**config.mk**
```make
export PLATFORM = sky130hd
export DESIGN_NAME = step_wiper_core
export DESIGN_NICKNAME = d
export VERILOG_FILES = /design/src/rtl/wiper_pkg.sv /design/src/rtl/wiper_sync.sv /design/src/rtl/wiper_edge.sv /design/src/rtl/wiper_counter.sv /design/src/rtl/wiper_decode.sv /design/src/rtl/step_wiper_core.sv
export SDC_FILE = /design/constraint.sdc
export NUM_CORES = 1
export LEC_CHECK = 0
export CAP_MARGIN = 10
export CORE_ASPECT_RATIO = 0.75
export CORE_MARGIN = 4
export CORE_UTILIZATION = 43
export DETAILED_ROUTE_END_ITERATION = 8
export DONT_BUFFER_PORTS = 1
export GPL_TIMING_DRIVEN = 0
export PLACE_DENSITY = 0.58
export SYNTH_ARGS = -nofsm -noshare
export SYNTH_HDL_FRONTEND = slang
export SYNTH_HIERARCHICAL = 1
export SYNTH_SLANG_ARGS = --single-unit
```
**constraint.sdc**
```tcl
create_clock -name clk -period 2.66 [get_ports clk]
set_input_delay 0.266 -clock clk [delete_from_list [all_inputs] [get_ports clk]]
set_output_delay 0.266 -clock clk [all_outputs]
set_load 0.005 [all_outputs]
```
**src/rtl/wiper_pkg.sv**
```systemverilog
package wiper_pkg;

  // Synchronised control bundle; field order is internal only
  typedef struct packed {
    logic sel_n;
    logic up;
    logic step;
  } wiper_ctl_t;

  // Idle levels loaded into every synchroniser stage at reset
  localparam wiper_ctl_t CTL_IDLE = '{sel_n: 1'b1, up: 1'b0, step: 1'b1};

endpackage

```
**src/rtl/wiper_sync.sv**
```systemverilog
module wiper_sync #(
  parameter int W      = 3,
  parameter int STAGES = 2,
  parameter logic [W-1:0] RST_VAL = '0
) (
  input  logic         clk,
  input  logic         rst_n,
  input  logic [W-1:0] d,
  output logic [W-1:0] q
);

  logic [W-1:0] stg [STAGES];

  always_ff @(posedge clk or negedge rst_n) begin
    if (!rst_n) begin
      for (int i = 0; i < STAGES; i++) stg[i] <= RST_VAL;
    end else begin
      stg[0] <= d;
      for (int i = 1; i < STAGES; i++) stg[i] <= stg[i-1];
    end
  end

  assign q = stg[STAGES-1];

endmodule

```
**src/rtl/wiper_edge.sv**
```systemverilog
module wiper_edge (
  input  logic clk,
  input  logic rst_n,
  input  logic lvl,
  output logic fall
);

  logic lvl_d;

  always_ff @(posedge clk or negedge rst_n) begin
    if (!rst_n) lvl_d <= 1'b1;
    else        lvl_d <= lvl;
  end

  // Previous sample high, present sample low
  assign fall = lvl_d & ~lvl;

endmodule

```
**src/rtl/wiper_counter.sv**
```systemverilog
module wiper_counter #(
  parameter int POS_W = 7
) (
  input  logic             clk,
  input  logic             rst_n,
  input  logic             step_en,
  input  logic             up,
  output logic [POS_W-1:0] pos
);

  localparam logic [POS_W-1:0] TOP_POS = {POS_W{1'b1}};
  localparam logic [POS_W-1:0] MID_POS = {1'b1, {(POS_W-1){1'b0}}};

  logic [POS_W-1:0] pos_q;

  always_ff @(posedge clk or negedge rst_n) begin
    if (!rst_n) begin
      pos_q <= MID_POS;
    end else if (step_en) begin
      if (up && pos_q != TOP_POS)
        pos_q <= pos_q + 1'b1;
      else if (!up && pos_q != '0)
        pos_q <= pos_q - 1'b1;
    end
  end

  assign pos = pos_q;

endmodule

```
**src/rtl/wiper_decode.sv**
```systemverilog
module wiper_decode #(
  parameter int POS_W = 7,
  localparam int NTAPS = 1 << POS_W
) (
  input  logic [POS_W-1:0] pos,
  output logic [NTAPS-1:0] tap_sel,
  output logic             at_end
);

  for (genvar i = 0; i < NTAPS; i++) begin : g_tap
    assign tap_sel[i] = (pos == i[POS_W-1:0]);
  end

  // End flag taken from the two outermost taps
  assign at_end = tap_sel[0] | tap_sel[NTAPS-1];

endmodule

```
**src/rtl/step_wiper_core.sv**
```systemverilog
module step_wiper_core #(
  parameter int POS_W       = 7,
  parameter int SYNC_STAGES = 2,
  localparam int NTAPS      = 1 << POS_W
) (
  input  logic             clk,
  input  logic             rst_n,
  input  logic             sel_n,
  input  logic             dir_up,
  input  logic             step_clk,
  output logic [POS_W-1:0] pos,
  output logic [NTAPS-1:0] tap_sel,
  output logic             at_end
);
  import wiper_pkg::*;

  localparam int CTL_W = $bits(wiper_ctl_t);

  wiper_ctl_t ctl_raw;
  wiper_ctl_t ctl_s;
  logic       step_fall;
  logic       sel_act;

  assign ctl_raw = '{sel_n: sel_n, up: dir_up, step: step_clk};

  wiper_sync #(
    .W      (CTL_W),
    .STAGES (SYNC_STAGES),
    .RST_VAL(CTL_IDLE)
  ) u_sync (
    .clk  (clk),
    .rst_n(rst_n),
    .d    (ctl_raw),
    .q    (ctl_s)
  );

  wiper_edge u_edge (
    .clk  (clk),
    .rst_n(rst_n),
    .lvl  (ctl_s.step),
    .fall (step_fall)
  );

  assign sel_act = ~ctl_s.sel_n;

  wiper_counter #(.POS_W(POS_W)) u_cnt (
    .clk    (clk),
    .rst_n  (rst_n),
    .step_en(step_fall & sel_act),
    .up     (ctl_s.up),
    .pos    (pos)
  );

  wiper_decode #(.POS_W(POS_W)) u_dec (
    .pos    (pos),
    .tap_sel(tap_sel),
    .at_end (at_end)
  );

endmodule

```
==> results.yml <==
yosys:
  yosysMostFrequentCell: "nor2_1"
  synth_area_mm2: 0.00165
  syn_inst: 243
  synthArstFlopShare: 1.00
  synth.avg_cell_area_um2: 6.79
  synth_seq_cells: 14
  synth_top_family_by_area: "simple AND/OR/NAND/NOR gates"
  synthAdderAreaFrac: 0.0500
  synth_top_area_share: 0.298
  synthXorXnorAreaFrac: 0.0318
  synth_edf_count: 0
  synth_top_area_cell: "nor2_1"
  ys_seq_area_frac: 0.217
  synth_top_flop_cell: "dfrtp_1"
  synth_commonest_cells: "131 x nor2_1, 14 x clkbuf_1, 11 x buf_2"
  muxShareOfSynthArea: 0.0364
  synth_area_leaders: "nor2_1 30%, dfrtp_1 12%, dfstp_2 9.6%"
  synth_nets: 254
  yosysWarnings: 6
  synthSimpleGateAreaFrac: 0.465
  ys_types: 35
  synth_compound_area_frac: 0.0872
worst_setup_path:
  end_kind: "flip-flop"
  r2r_start: "u_cnt/pos[3]"
  required_ns: 2.78
  r2r_end: "u_cnt/pos[5]"
  crit_type: "reg2reg"
  cp_max_fo: 12
  cp_slowest_stage_delay_ns: 0.59
  cp.arrival_ns: 2.61
  cpMaxStageDelayCell: "dfrtp_1"
  critPathLaunchType: "flip-flop"
  ff2ff_path_depth: 8
  r2r_slack_ns: 0.18
  path_cells: "nand4_1 -> o21ai_4 -> ha_1 -> a211oi_1 -> o21bai_1 -> a21oi_2 -> xnor2_1 -> mux2_4"
detailed_routing:
  antenna_left: 0
  finalWirelength_mm: 5.16
  via_per_inst: 5.64
  num_vias: 1692
  drtPass1Iterations: 4
  wl_per_cell_um: 17.2
  drtIter0Drc: 128
  drc: 0
sta:
  timing.fmax_mhz: 403
  hold_violations: 0
  tns_ns: 0
  finalCritPeriodShare: 0.933
  rsz0062_at_grt: "no"
  maxSlewViolCount: 0
  fin_skew_ns: 0.00457
  tightest_slew_ns: 0.589
  finalCriticalPeriod_ns: 2.48
  setup_violations: 0
  slew-limit-headroom: 0.606
floorplanning:
  dieArea_mm2: 0.00490
  fp.dieH_um: 61.7
  initial_core_util: 0.448
  fp.coreArea_mm2: 0.00368
  die_x_um: 79.5
  num_rows: 19
  io_pins: 141
finish:
  final_core_util: 0.486
  nNetsFinal: 260
  syn_to_final_growth_pct: 8.42
  drive_gt1_frac: 0.185
  antenna_cells: 0
  design_area_mm2: 0.00179
cts:
  clk_latency_ns: 0.24
  htree_levels: 1
  clock_sinks: 14
  clockBufferDepth: 2
  root_buffer: "clkbuf_8"
  postCtsSetupBuffers: 0
  numCtsBuffers: 3
  cts_tree: "built"
  clk_pin_slew_worst_paths_ns: 0.06
global_routing:
  grt_pass1_vias: 1292
  grt_use_total: 0.185
  grt_pass1_wl_mm: 7.07
  grt_max_degree: 15
  antenna_found_initial: 0
  grt_overflow: 0
place:
  place_area_mm2: 0.00172
  portBuffers: 0
  place_hpwl_mm: 3.95
  finalWeightedCongestion: 0.794
worst_hold_path:
  worstHoldEndpoint: "u_sync/stg[3]"
  hp-start: "step_clk"
  min_path_type: "in2reg"
  whs_path_depth: 0
status:
  status: "finished, final reports clean"
power_and_ir_drop:
  peakVddDrop_v: 0.000548
  leakagePower_nw: 0.594
  cellPowerDensity_mw_per_mm2: 1070
flow_run:
  maxCapViolations: 0
[how the worst max path moves through the flow]
stage / from / endpoint / depth (start not counted)
after global placement: u_cnt/pos[0] / u_cnt/pos[5] / 8
after global routing: u_cnt/pos[2] / u_cnt/pos[5] / 8
final: u_cnt/pos[3] / u_cnt/pos[5] / 8
after CTS: u_cnt/pos[0] / u_cnt/pos[5] / 8
after floorplan: u_cnt/pos[0] / u_cnt/pos[5] / 8
after detailed placement: u_cnt/pos[0] / u_cnt/pos[5] / 8
[cell families after synthesis]
| group | Yosys count |
|---|---|
| and+or+nand+nor | 162 |
| buffers and inverters | 33 |
| AOI/OAI and AO/OA | 18 |
| DFF | 14 |
| xor gates and xnor gates | 6 |
| adders and majority gates | 6 |
| muxes | 4 |
[routing by layer]
layer / global-route usage / part of all wire / vias to the layer above
li1: - / - / 789
met1: 0.285 / 0.45 / 803
met2: 0.271 / 0.45 / 98
met3: 0.0395 / 0.11 / 2
met4: 0.0196 / 0.0027 / 0
met5: 0 / 0 / -
[layout by cell type (no fill, tap or decap), types with 2 or more instances in the layout]
cell,Yosys,final
or4b_1,4,4
buf_2,11,11
clkbuf_8,0,4
o21a_1,2,2
buf_4,3,3
a211oi_1,2,2
nand4bb_1,6,6
clkbuf_1,14,14
nand3_1,2,2
mux2_4,4,4
dfrtp_1,8,7
nand3b_1,3,3
xnor2_1,5,5
a21o_1,2,2
nand4b_1,4,4
nor3_1,2,2
nand4_1,2,2
dfstp_2,6,6
nor2_1,131,131
ha_1,5,5
a21oi_1,3,3
buf_6,5,5
o21ai_0,2,2
nor2b_4,2,2
or3b_2,3,3
[sequential cells by signal, indices dropped and copies added (netlist names)]
name and flops:
u_edge/lvl_d 1, u_cnt/pos 7, u_sync/q 3, u_sync/stg 3
[cell type report]
type	instances	area, um^2
multi-input cells	196	1110
clock buffers	4	55.1
flip-flops and latches	14	359
fillers	376	1900
plain buffers	33	186
repair buffers	1	10.0
well taps	52	65.1
[stage by stage]
stage	cells	hold slack (ns)	power, W	worst slack [ns]
6_report	300	0.0152	0.00191	0.178
5_1_grt	300	0.00173	0.00208	0.0520
4_1_cts	300	0.0130	0.00190	0.0525
3_5_place_dp	295	-0.0293	0.00169	0.0697
3_3_place_gp	295	-0.0293	0.00167	0.0530
2_1_floorplan	243	-0.0296	0.00140	0.414
[timing repair]
item | CTS | global route
hold buffers | 1 | 0
endpoints found under the setup margin | 0 | 3
gates resized for setup | 0 | 2
endpoints found under the hold margin | 14 | 0
[power by group]
part / internal, W / leakage [nW] / switching (W)
Sequential: 0.000282 / 0.156 / 0.000172
Combinational: 0.000491 / 0.410 / 0.000763
Clock: 0.000131 / 0.0288 / 0.0000713
Total: 0.000905 / 0.594 / 0.00101
[critical path: cells and delay by family (launching register included)]
| kind | cells | cell delay (ns) |
|---|---|---|
| xor+xnor | 1 | 0.09 |
| mux | 1 | 0.25 |
| simple gates | 1 | 0.22 |
| compound gates | 4 | 0.89 |
| fa+ha+maj | 1 | 0.32 |
| flops | 1 | 0.59 |
Note: power is estimated with default switching activity, not from simulation.
